$ cat src/rtl/phy_seq_pkg.sv
package phy_seq_pkg;
  localparam int REG_W  = 16;
  localparam int ADDR_W = 5;

  localparam logic [ADDR_W-1:0] A_CTRL = 5'd0;
  localparam logic [ADDR_W-1:0] A_STAT = 5'd1;
  localparam logic [ADDR_W-1:0] A_ADV  = 5'd4;

  // control register bits
  localparam int CB_RESET  = 15;
  localparam int CB_SPEED  = 13;
  localparam int CB_AN_EN  = 12;
  localparam int CB_AN_RST = 9;
  localparam int CB_DUPLEX = 8;

  // status register bits
  localparam int SB_ABIL_LO = 11;
  localparam int SB_ABIL_N  = 5;
  localparam int SB_AN_DONE = 5;
  localparam int SB_AN_ABLE = 3;
  localparam int SB_LINK    = 2;

  // advertisement layout
  localparam int AB_NEXTPG  = 15;
  localparam int AB_TECH_LO = 5;
  localparam logic [4:0] SEL_IEEE = 5'b00001;

  typedef enum logic [3:0] {
    S_IDLE, S_RST_WR, S_RST_WAIT, S_RST_POLL, S_STAT_RD,
    S_ADV_WR, S_AN_WR, S_AN_POLL, S_SETTLE, S_RECHK,
    S_MAN_WR, S_MAN_CHK, S_UP, S_MON_RD, S_FAIL
  } seq_state_e;

  function automatic logic [REG_W-1:0] adv_word(input logic [REG_W-1:0] st);
    logic [REG_W-1:0] w;
    w = '0;
    w[AB_TECH_LO +: SB_ABIL_N] = st[SB_ABIL_LO +: SB_ABIL_N];
    w[4:0] = SEL_IEEE;
    w[AB_NEXTPG] = 1'b0;
    return w;
  endfunction

  function automatic logic [REG_W-1:0] forced_word(input logic [REG_W-1:0] st);
    logic [REG_W-1:0] w;
    logic fast;
    fast = st[15] | st[14] | st[13];
    w = '0;
    w[CB_SPEED]  = fast;
    w[CB_DUPLEX] = st[14] | (~fast & st[12]);
    return w;
  endfunction

  function automatic logic [REG_W-1:0] an_start_word();
    logic [REG_W-1:0] w;
    w = '0;
    w[CB_AN_EN]  = 1'b1;
    w[CB_AN_RST] = 1'b1;
    return w;
  endfunction

  function automatic logic [REG_W-1:0] reset_word();
    logic [REG_W-1:0] w;
    w = '0;
    w[CB_RESET] = 1'b1;
    return w;
  endfunction
endpackage

$ cat src/rtl/seq_timer.sv
module seq_timer #(
  parameter int CNT_W = 8
) (
  input  logic             clk,
  input  logic             rst_n,
  input  logic             load,
  input  logic [CNT_W-1:0] load_val,
  output logic             expired
);
  logic [CNT_W-1:0] cnt;

  always_ff @(posedge clk or negedge rst_n) begin
    if (!rst_n)           cnt <= '0;
    else if (load)        cnt <= load_val;
    else if (cnt != '0)   cnt <= cnt - CNT_W'(1);
  end

  assign expired = (cnt == '0);


  expired_hold_chk: assert property (@(posedge clk) disable iff (!rst_n)
    expired && !load |=> expired);
endmodule

$ cat src/rtl/req_encoder.sv
module req_encoder
  import phy_seq_pkg::*;
(
  input  seq_state_e        state,
  input  logic [REG_W-1:0]  caps,
  output logic              valid,
  output logic              write,
  output logic [ADDR_W-1:0] addr,
  output logic [REG_W-1:0]  wdata
);
  always_comb begin
    valid = 1'b1;
    write = 1'b0;
    addr  = A_STAT;
    wdata = '0;
    case (state)
      S_RST_WR:   begin write = 1'b1; addr = A_CTRL; wdata = reset_word(); end
      S_RST_POLL: begin addr = A_CTRL; end
      S_STAT_RD,
      S_AN_POLL,
      S_RECHK,
      S_MAN_CHK,
      S_MON_RD:   begin addr = A_STAT; end
      S_ADV_WR:   begin write = 1'b1; addr = A_ADV; wdata = adv_word(caps); end
      S_AN_WR:    begin write = 1'b1; addr = A_CTRL; wdata = an_start_word(); end
      S_MAN_WR:   begin write = 1'b1; addr = A_CTRL; wdata = forced_word(caps); end
      default:    begin valid = 1'b0; end
    endcase
  end
endmodule

$ cat src/rtl/phy_link_seq.sv
module phy_link_seq
  import phy_seq_pkg::*;
#(
  parameter int SETTLE_CYC   = 1000,
  parameter int TIMEOUT_CYC  = 100000,
  parameter int RST_WAIT_CYC = 500
) (
  input  logic        clk,
  input  logic        rst_n,
  input  logic        phy_present,
  input  logic        auto_disable,
  input  logic        force_an,
  input  logic        force_reset,
  output logic        req_valid,
  output logic        req_write,
  output logic [4:0]  req_addr,
  output logic [15:0] req_wdata,
  input  logic        req_done,
  input  logic [15:0] req_rdata,
  output logic        link_up,
  output logic        link_fail
);
  localparam int MAX_A = (SETTLE_CYC > TIMEOUT_CYC) ? SETTLE_CYC : TIMEOUT_CYC;
  localparam int MAX_W = (MAX_A > RST_WAIT_CYC) ? MAX_A : RST_WAIT_CYC;
  localparam int TMR_W = $clog2(MAX_W + 1);

  seq_state_e        state, nxt;
  logic [REG_W-1:0]  caps;
  logic              tmr_load, tmr_expired;
  logic [TMR_W-1:0]  tmr_val;

  // named internal events
  logic abort, xfer_done, stat_rd_done, rd_link, rd_an_ok, rst_clear;
  assign abort        = ~phy_present | auto_disable;
  assign xfer_done    = req_valid & req_done;
  assign stat_rd_done = xfer_done & ~req_write & (req_addr == A_STAT);
  assign rd_link      = req_rdata[SB_LINK];
  assign rd_an_ok     = req_rdata[SB_AN_DONE] & req_rdata[SB_LINK];
  assign rst_clear    = ~req_rdata[CB_RESET];

  req_encoder u_enc (
    .state (state),
    .caps  (caps),
    .valid (req_valid),
    .write (req_write),
    .addr  (req_addr),
    .wdata (req_wdata)
  );

  seq_timer #(.CNT_W(TMR_W)) u_tmr (
    .clk      (clk),
    .rst_n    (rst_n),
    .load     (tmr_load),
    .load_val (tmr_val),
    .expired  (tmr_expired)
  );

  always_comb begin
    nxt      = state;
    tmr_load = 1'b0;
    tmr_val  = '0;
    if (abort) begin
      nxt = S_IDLE;
    end else begin
      case (state)
        S_IDLE:     nxt = force_reset ? S_RST_WR : S_STAT_RD;
        S_RST_WR:   if (xfer_done) begin
                      nxt = S_RST_WAIT; tmr_load = 1'b1; tmr_val = TMR_W'(RST_WAIT_CYC);
                    end
        S_RST_WAIT: if (tmr_expired) nxt = S_RST_POLL;
        S_RST_POLL: if (xfer_done && rst_clear) nxt = S_STAT_RD;
        S_STAT_RD:  if (xfer_done)
                      nxt = (req_rdata[SB_AN_ABLE] | force_an) ? S_ADV_WR : S_MAN_WR;
        S_ADV_WR:   if (xfer_done) nxt = S_AN_WR;
        S_AN_WR:    if (xfer_done) nxt = S_AN_POLL;
        S_AN_POLL:  if (xfer_done && rd_an_ok) begin
                      nxt = S_SETTLE; tmr_load = 1'b1; tmr_val = TMR_W'(SETTLE_CYC);
                    end
        S_SETTLE:   if (tmr_expired) nxt = S_RECHK;
        S_RECHK:    if (xfer_done) begin
                      if (rd_link) begin
                        nxt = S_UP; tmr_load = 1'b1; tmr_val = TMR_W'(SETTLE_CYC);
                      end else begin
                        nxt = S_MAN_WR;
                      end
                    end
        S_MAN_WR:   if (xfer_done) begin
                      nxt = S_MAN_CHK; tmr_load = 1'b1; tmr_val = TMR_W'(TIMEOUT_CYC);
                    end
        S_MAN_CHK:  if (xfer_done) begin
                      if (rd_link) begin
                        nxt = S_UP; tmr_load = 1'b1; tmr_val = TMR_W'(SETTLE_CYC);
                      end else if (tmr_expired) begin
                        nxt = S_FAIL;
                      end
                    end
        S_UP:       if (tmr_expired) nxt = S_MON_RD;
        S_MON_RD:   if (xfer_done) begin
                      if (rd_link) begin
                        nxt = S_UP; tmr_load = 1'b1; tmr_val = TMR_W'(SETTLE_CYC);
                      end else begin
                        nxt = S_FAIL;
                      end
                    end
        S_FAIL:     nxt = S_IDLE;
        default:    nxt = S_IDLE;
      endcase
    end
  end

  always_ff @(posedge clk or negedge rst_n) begin
    if (!rst_n) begin
      state   <= S_IDLE;
      caps    <= '0;
      link_up <= 1'b0;
    end else begin
      state <= nxt;
      if (!abort && state == S_STAT_RD && xfer_done) caps <= req_rdata;
      if (abort || state == S_FAIL) link_up <= 1'b0;
      else if (stat_rd_done)        link_up <= rd_link;
    end
  end

  assign link_fail = (state == S_FAIL);


  req_hold_chk: assert property (@(posedge clk) disable iff (!rst_n)
    req_valid && !req_done && !abort |=>
      req_valid && $stable(req_addr) && $stable(req_write) && $stable(req_wdata));


  abort_idle_chk: assert property (@(posedge clk) disable iff (!rst_n)
    abort |=> !req_valid && !link_up);


  link_track_chk: assert property (@(posedge clk) disable iff (!rst_n)
    stat_rd_done && !abort && state != S_FAIL |=> link_up == $past(rd_link));


  fail_pulse_chk: assert property (@(posedge clk) disable iff (!rst_n)
    link_fail |=> !link_fail && !link_up);


  settle_quiet_chk: assert property (@(posedge clk) disable iff (!rst_n)
    state == S_AN_POLL && xfer_done && rd_an_ok && !abort |=> !req_valid);
endmodule

$ cat config.mk
export PLATFORM = sky130hd
export DESIGN_NAME = phy_link_seq
export DESIGN_NICKNAME = d
export VERILOG_FILES = /design/src/rtl/phy_seq_pkg.sv /design/src/rtl/seq_timer.sv /design/src/rtl/req_encoder.sv /design/src/rtl/phy_link_seq.sv
export SDC_FILE = /design/constraint.sdc
export NUM_CORES = 1
export LEC_CHECK = 0
export ABC_AREA = 1
export BUFFER_PORTS_ARGS = -buffer_cell sky130_fd_sc_hd__buf_2
export CAP_MARGIN = 30
export CORE_MARGIN = 2
export CORE_UTILIZATION = 45
export CTS_CLUSTER_SIZE = 10
export DETAILED_ROUTE_END_ITERATION = 7
export PLACE_DENSITY = 0.75
export SLEW_MARGIN = 20
export SYNTH_ARGS = -nofsm -noshare
export SYNTH_HDL_FRONTEND = slang
export SYNTH_HIERARCHICAL = 1
export SYNTH_SLANG_ARGS = --single-unit
$ cat constraint.sdc
create_clock -name clk -period 4.1 [get_ports clk]
set_input_delay 0 -clock clk [delete_from_list [all_inputs] [get_ports clk]]
set_output_delay 0 -clock clk [all_outputs]
set_load 0.1 [all_outputs]
==> flow_summary_export.csv, run 1 <==
group,metric,value,unit
critical_path,crit_path_start_kind,"flop",
finish,final_nets,440,
clock_tree,cts_made_buffers,3,
clock_tree,htree_num_levels,1,
finish,n_fill_cell,531,
grt,grt_start_max_net_pins,28,
placement,port_buffers,29,
clock_tree,clk_path_buf_depth,2,
grt,grt_overflow,0,
clock_tree,post_cts_buffers,0,
finish,syn2layout_area_growth,10.25,%
logic_synthesis,syn-mean-instance-area,6.299,µm²
sta,fin_crit,2765,ps
die,num_rows,26,
pwr,p_leak,1.385,nW
logic_synthesis,syn_inst,380,
sta,clock.fmax,0.3616,GHz
grt,antenna_found_initial,0,
worst_hold_path,hold_path_class,"in -> reg",
die,die_h,76.93,µm
finish,final_cells,485,
placement,dpl.hpwl,4202,µm
route,dr.pass1.iters,4,
die,initial_core_util,46.86,%
finish,drive_above_1_share,19.04,%
sta,tightest_slew,633.1,ps
sta,finalMaxSlewViolations,0,
pwr,power_frac_clock,12.8,%
grt,grt_pass1_vias,2253,
logic_synthesis,ys_warn_count,6,
clock_tree,clk_latency,270,ps
critical_path,arrival,2960,ps
grt,grt_usage,18.84,%
sta,maxSlewHeadroom,57.79,%
route,num_vias,2392,
route,wl,5542,µm
clock_tree,clock-sinks,27,
route,drt_iter0_markers,152,
route,viasPerCell,4.932,
route,drt.antenna.violating_nets,0,
die,placeableCoreArea,5107,µm²
grt,grt_pass1_wl,9384,µm
placement,placed_area,2535,µm²
sta,grt_setup_unrepaired,"no",
critical_path,path_max_fanout,17,
pwr,fin_total_pwr,1.196,mW
sta,setup_viol_count_final,0,
pwr,combPwrFrac,50.3,%
route,drc_errors,0,
flow_run,drv_cap,0,
pwr,p_sw_share,48.31,%
clock_tree,clkTransAtPathRegs,100,ps
critical_path,crit_type,"reg -> reg",
critical_path,critPathRequiredTime,4300,ps
clock_tree,cts_tree,"built",
sta,fin_worst_skew,6.664,ps
clock_tree,postCtsHoldBufs,5,
placement,place.gp.congestion,0.9108,
pwr,seq_power_share,37.0,%
sta,finalCritPeriodShare,67.45,%
clock_tree,cts_repair_resize_count,0,
die,io_pins,48,
pwr,switchingPower,0.5777,mW
pwr,intPower,0.6182,mW
sta,hold_violations,0,
finish,antenna_cells,0,
pwr,vdd_drop_max,0.1851,mV
placement,dp.cells,475,
die,die_w,76.93,µm
logic_synthesis,syn_area,2394,µm²
status,status,"finished, final reports clean",
critical_path,worst_setup_path_end_kind,"flop",
finish,final_area,2639,µm²
pwr,p_per_area,453.2,nW/µm²
die,dieArea,5918,µm²
sta,setup-tns-final,0,ps
clock_tree,cts_root_buf,"clkbuf_8",
route,wl_per_cell,11.43,µm
==> worst paths after layout <==
path	startpoint	end	slack, ps	cells past startpoint
worst min register to register	caps[11]$_DFFE_PN0P_	caps[11]$_DFFE_PN0P_	510	2
min in group asynchronous	rst_n	u_tmr/cnt[14]$_DFFE_PN0P_	270	2
worst min-delay path	req_rdata[15]	caps[15]$_DFFE_PN0P_	20	3
max in group asynchronous	rst_n	caps[15]$_DFFE_PN0P_	3410	2
worst max register to register	state[3]$_DFFE_PN0P_	u_tmr/cnt[10]$_DFFE_PN0P_	1330	14
worst max-delay path	state[3]$_DFFE_PN0P_	u_tmr/cnt[10]$_DFFE_PN0P_	1330	14
==> through the flow <==
stage                     setup slack [ps]  utilization, %  hold slack, ps
after floorplan                       1259               -          -295.6
after global placement                1459           49.63           48.92
after detailed placement              1399           49.63           56.51
after CTS                             1372           51.52           13.00
after global routing                  1057           51.67           23.73
final                                 1335           51.67           24.53
==> layout make-up <==
type / instances / area (µm²) / area share, %
sequential: 27 / 675.6 / 25.60
tap: 70 / 87.58 / 3.319
clock buffer: 3 / 41.29 / 1.565
clock inverter: 1 / 5.005 / 0.1897
inverter: 51 / 196.4 / 7.444
multi-input combinational: 297 / 1423 / 53.91
timing repair buffer: 36 / 210.2 / 7.966
==> sequential cells by signal, indices dropped and copies added (netlist names) <==
name	count
link_up	1
state	4
u_tmr/cnt	17
caps	5
==> placed cells by master (no fill, tap or decap), types with 8 or more instances in the layout <==
| cell | count |
|---|---|
| nand2_1 | 119 |
| nor2_1 | 55 |
| inv_1 | 47 |
| nand3_1 | 33 |
| buf_2 | 29 |
| dfrtp_1 | 27 |
| conb_1 | 16 |
| o21ai_0 | 12 |
| a21oi_2 | 11 |
| nor2_2 | 8 |
==> power by group through the flow <==
stage          registers (mW)  clock network [mW]  logic [mW]
3_5_place_dp            0.444                   0       0.596
5_1_grt                 0.456               0.165       0.688
6_report                0.442               0.153       0.601
3_3_place_gp            0.440                   0       0.576
4_1_cts                 0.442               0.159       0.601
2_1_floorplan           0.419                   0       0.519
==> critical path, cell delays in order, from the launching register on <==
cell	delay, ps
dfrtp_1	720
nor2_1	110
nand2_1	80
nand2_1	50
inv_1	100
nand2_2	110
inv_1	160
nand3_1	160
nand2_1	90
nand2_1	70
o21ai_1	140
inv_1	280
nand4_4	270
clkinv_4	170
a21oi_2	160
==> per-layer routing <==
metal / share of wire, % / global-route usage (%) / wire length (µm) / vias to the layer above
met1: 44 / 23.86 / 2461 / 1108
li1: - / - / - / 1216
met3: 3.8 / 1.882 / 213 / 6
met5: 0 / 0 / 0 / -
met2: 51 / 33.42 / 2810 / 62
met4: 1.0 / 6.182 / 56 / 0
No activity file was read; power rests on OpenSTA's default activity.
==> run 2, diff against run 1 <==
clock period = 2.75 ns   (was 4.1 ns; I/O delays follow)
==> run 2 against run 1 <==
- setup slack got worse by 1000 ps
- largest power group unchanged
- non-clock buffer count rose by 4
- final cell count rose by 0.82%
- die area did not move
- core utilization rose by 0.73 points
==> flow_summary_export.csv, run 2 (synthesis results as in run 1) <==
group,metric,value,unit
critical_path,crit_path_start_kind,"flop",
finish,mostFrequentLayoutCells,"119 x nand2_1, 55 x nor2_1, 46 x inv_1",
critical_path,cpMostUsedCell,"nand2_1",
critical_path,crit_family,"simple AND/OR/NAND/NOR gates",
clock_tree,htree_num_levels,1,
sta,finalCritPeriodShare,88.01,%
worst_hold_path,hold_path_class,"in -> reg",
grt,antenna_found_initial,0,
route,drt_iter0_markers,150,
critical_path,arrival,2590,ps
critical_path,r2r_slack,330,ps
placement,port_buffers,29,
clock_tree,clk_path_buf_depth,2,
placement,place.gp.congestion,0.8982,
die,die_w,76.93,µm
critical_path,crit_type,"reg -> reg",
finish,final_nets,444,
sta,hold_violations,0,
die,dieArea,5918,µm²
clock_tree,clkTransAtPathRegs,100,ps
clock_tree,clock-sinks,27,
pwr,vdd_drop_max,0.2671,mV
finish,largest_reg_flops,17,
die,initial_core_util,46.86,%
sta,setup-tns-final,0,ps
grt,grt_usage,19.03,%
flow_run,drv_cap,0,
pwr,p_leak,1.401,nW
critical_path,critPathRequiredTime,2920,ps
clock_tree,clk_latency,280,ps
route,wl_per_cell,10.72,µm
clock_tree,cts_made_buffers,3,
die,die_h,76.93,µm
grt,grt_start_max_net_pins,28,
finish,final_common_cell,"nand2_1",
route,wl,5242,µm
finish,top_register,"u_tmr/cnt",
grt,grt_pass1_vias,2072,
clock_tree,postCtsHoldBufs,5,
finish,reg.largest.list,"u_tmr/cnt x17, caps x5, state x4",
critical_path,worst_setup_path_end_kind,"flop",
die,placeableCoreArea,5107,µm²
sta,fin_crit,2420,ps
clock_tree,cts_repair_resize_count,0,
grt,grt_pass1_wl,9170,µm
critical_path,path_cells,"inv_1 -> nand2_1 -> nand3_1 -> nand2_1 -> clkinvlp_4 -> nand2_4 -> inv_1 -> nand3_1 -> nand2_1 -> nand2_1 -> o21ai_1 -> inv_1 -> nand4_4 -> clkinv_4 -> a21oi_1",
die,io_pins,48,
route,viasPerCell,4.703,
route,drt.antenna.violating_nets,0,
pwr,fin_total_pwr,1.780,mW
sta,finalMaxSlewViolations,0,
critical_path,cp_num_buf_inv,5,
status,status,"finished, final reports clean",
clock_tree,cts_tree,"built",
critical_path,path_max_fanout,12,
die,num_rows,26,
critical_path,crit_path_max_incr_delay,530,ps
route,num_vias,2300,
grt,grt_overflow,0,
sta,timing.hold.ws,13.44,ps
placement,dp_worst_setup_slack,370.2,ps
sta,fin_worst_skew,4.641,ps
sta,clock.fmax,0.4132,GHz
route,drc_errors,0,
sta,worst_slack,329.8,ps
clock_tree,post_cts_buffers,0,
critical_path,slowest_stage,"dfrtp_1",
finish,syn2layout_area_growth,11.81,%
route,dr.pass1.iters,4,
placement,dpl.hpwl,4008,µm
sta,maxSlewHeadroom,58.50,%
pwr,p_per_area,665.2,nW/µm²
sta,setup_viol_count_final,0,
sta,grt_setup_unrepaired,"no",
clock_tree,cts_root_buf,"clkbuf_8",
sta,tightest_slew,622.5,ps
finish,drive_above_1_share,19.81,%
finish,antenna_cells,0,
==> run 2: worst paths after layout <==
path                                            from                   endpoint  depth (start not counted)
worst min register to register  caps[11]$_DFFE_PN0P_       caps[11]$_DFFE_PN0P_                          2
max in group asynchronous                      rst_n   u_tmr/cnt[8]$_DFFE_PN0P_                          2
worst max register to register  state[1]$_DFFE_PN0P_   u_tmr/cnt[8]$_DFFE_PN0P_                         15
worst max-delay path            state[1]$_DFFE_PN0P_   u_tmr/cnt[8]$_DFFE_PN0P_                         15
min in group asynchronous                      rst_n  u_tmr/cnt[11]$_DFFE_PN0P_                          2
worst min-delay path                   req_rdata[15]       caps[15]$_DFFE_PN0P_                          3
==> run 2: stage by stage <==
step                      cells  util [%]  cell area, µm²
after floorplan             394         -            2455
after global placement      480     50.54            2581
after detailed placement    480     50.54            2581
after CTS                   489     52.40            2676
after global routing        489     52.40            2676
final                       489     52.40            2676
==> run 2: layout make-up <==
cell class,count,area [µm²]
Sequential cell,27,675.6
Multi-Input combinational cell,297,1428
Inverter,51,200.2
Tap cell,70,87.58
Clock buffer,4,45.04
Fill cell,514,2431
Timing Repair Buffer,40,240.2
==> run 2: report_power, final <==
| group | leakage (nW) | internal (mW) | switching, mW |
|---|---|---|---|
| clock network | 0.0228 | 0.104 | 0.132 |
| registers | 0.351 | 0.522 | 0.123 |
| logic | 1.03 | 0.305 | 0.595 |
==> run 2: worst min-delay path: cells and delay by family <==
kind | cells | cell delay [ps]
buffers and inverters | 2 | 160
AOI/OAI and AO/OA | 1 | 90
==> run 2: layer usage <==
layer	track usage [%]	share of wire [%]
met1	24.41	46
met5	0	0
met2	32.98	48
met3	2.000	4.4
met4	6.909	1.3
==> run 3, diff against run 2 <==
ABC_AREA = 0   (was 1)
HOLD_SLACK_MARGIN = 0.03   (was default)
PLACE_DENSITY = 0.71   (was 0.75)
==> run 3 against run 2 <==
- final cell count shrank 30%
- setup slack lost 260 ps
- register-to-register slack lost 260 ps
- via count shrank 16%
- core utilization grew 3.9 points
- design area shrank 6.5%
- clock power is essentially flat
- clock-buffer cell count shrank 1
- sequential share of layout area grew 1.9 points
- largest power group unchanged
==> flow_summary_export.csv, run 3 <==
group,metric,value,unit
pwr,p_per_area,766.3,nW/µm²
clock_tree,clk_latency,280,ps
critical_path,r2r-start,"u_tmr/cnt[0]$_DFFE_PN0P_",
sta,maxSlewHeadroom,50.43,%
critical_path,path_max_fanout,4,
die,die_h,72.53,µm
flow_run,drv_cap,0,
finish,final_common_cell,"buf_2",
logic_synthesis,ys_warn_count,6,
logic_synthesis,syn-mean-instance-area,8.591,µm²
route,wl,4816,µm
critical_path,crit_family,"simple AND/OR/NAND/NOR gates",
finish,antenna_cells,0,
clock_tree,clock-sinks,27,
logic_synthesis,syn_area,2113,µm²
route,drc_errors,0,
route,dr.pass1.iters,4,
worst_hold_path,hold_path_class,"in -> reg",
grt,antenna_found_initial,0,
worst_hold_path,hold_end,"link_up$_DFFE_PN0P_",
die,die_w,72.53,µm
clock_tree,htree_num_levels,1,
clock_tree,clk_path_buf_depth,2,
sta,finalMaxSlewViolations,0,
sta,clock.fmax,0.3728,GHz
finish,reg.largest.list,"u_tmr/cnt x17, caps x5, state x4",
sta,fin_crit,2682,ps
route,drt.antenna.violating_nets,0,
sta,hold_violations,0,
sta,finalCritPeriodShare,97.54,%
critical_path,r2r_slack,70,ps
route,drt_iter0_markers,140,
placement,port_buffers,29,
sta,tightest_slew,737.2,ps
finish,syn2layout_area_growth,18.41,%
critical_path,arrival,2890,ps
grt,grt_pass1_vias,1641,
critical_path,critPathRequiredTime,2960,ps
critical_path,reg2regPathDepth,10,
status,status,"finished, final reports clean",
critical_path,crit_cells,10,
finish,mostFrequentLayoutCells,"29 x buf_2, 25 x dfrtp_1, 19 x nand2_1",
critical_path,crit_path_start_kind,"flop",
pwr,vdd_drop_max,0.3081,mV
placement,place.gp.congestion,0.8284,
critical_path,slowest_stage,"or4_4",
route,viasPerCell,5.593,
grt,grt_usage,19.32,%
grt,grt_overflow,0,
worst_hold_path,hp-start,"req_rdata[2]",
critical_path,path_cells,"inv_2 -> ha_4 -> or4b_4 -> or4_4 -> nor2_4 -> inv_2 -> a32oi_1 -> o211ai_1 -> or3_1 -> a21oi_2",
finish,drive_above_1_share,27.05,%
critical_path,setup.worst_path.start,"u_tmr/cnt[0]$_DFFE_PN0P_",
critical_path,worst_setup_path_end_kind,"flop",
route,num_vias,1924,
sta,setup-tns-final,0,ps
die,dieArea,5261,µm²
finish,final_nets,317,
critical_path,crit_type,"reg -> reg",
sta,grt_setup_unrepaired,"yes",
clock_tree,cts_tree,"built",
grt,grt_start_max_net_pins,28,
critical_path,crit_path_max_incr_delay,460,ps
worst_hold_path,hold_path_depth,3,
placement,dpl.hpwl,3430,µm
clock_tree,clkTransAtPathRegs,100,ps
finish,largest_reg_flops,17,
grt,grt_pass1_wl,7990,µm
clock_tree,cts_root_buf,"clkbuf_8",
die,initial_core_util,47.55,%
die,io_pins,48,
die,placeableCoreArea,4444,µm²
sta,worst_slack,67.62,ps
route,wl_per_cell,14.00,µm
placement,dp_worst_setup_slack,3.462,ps
critical_path,worst_r2r_endpoint,"state[3]$_DFFE_PN0P_",
pwr,p_leak,1.083,nW
critical_path,cp_num_buf_inv,2,
sta,setup_viol_count_final,0,
finish,top_register,"u_tmr/cnt",
logic_synthesis,syn_inst,246,
clock_tree,cts_made_buffers,3,
critical_path,cpMostUsedCell,"inv_2",
die,num_rows,24,
sta,fin_worst_skew,5.439,ps
## run 3: layout make-up
type                            instances  area (µm²)
Fill cell                             434        1942
Multi-Input combinational cell        202        1349
Sequential cell                        27       678.2
Timing Repair Buffer                   52       335.3
Tap cell                               52       65.06
Clock buffer                            3       41.29
Inverter                                7       26.28
Clock inverter                          1       7.507
## run 3: repair_timing
action                     4_1_cts  5_1_grt
hold endpoints to repair        33        0
setup endpoints to repair        1        4
hold buffers                     7        0
buffers inserted                 0        4
gates resized for setup          1       10
pin swaps                        1        5
## run 3: how the worst max path moves through the flow
stage,end,slack [ps]
after floorplan,caps[11]$_DFFE_PN0P_,-760
after global placement,state[3]$_DFFE_PN0P_,90
after detailed placement,state[3]$_DFFE_PN0P_,3
after CTS,state[3]$_DFFE_PN0P_,30
after global routing,state[3]$_DFFE_PN0P_,-90
final,state[3]$_DFFE_PN0P_,70
## run 3: stage by stage
stage / total power, mW / hold slack, ps / utilization, % / cells / instance area (µm²)
floorplan: 1.381 / -295.6 / - / 260 / 2188
global placement: 1.591 / 59.34 / 52.22 / 329 / 2321
detailed placement: 1.605 / 57.59 / 52.22 / 329 / 2321
CTS: 1.866 / 91.80 / 55.01 / 340 / 2445
global route: 2.071 / 88.72 / 56.31 / 344 / 2502
finish: 1.918 / 94.36 / 56.31 / 344 / 2502
## run 3: metal layers
metal | routed length [µm] | part of all wire, % | global-route usage (%)
met2 | 2281 | 47 | 29.90
met4 | 53 | 1.1 | 5.350
met5 | 0 | 0 | 0
met3 | 225 | 4.7 | 3.472
met1 | 2256 | 47 | 27.72
## run 3: power breakdown
part           internal, mW  total [mW]  switching [mW]  leakage [nW]
Combinational         0.419       0.999           0.579         0.715
Sequential            0.532       0.681           0.149         0.347
Clock                 0.103       0.237           0.134        0.0217
## run 3: worst min-delay path: stages
cell	delay (ps)
buf_2	130
mux2i_1	150
nor3_1	60
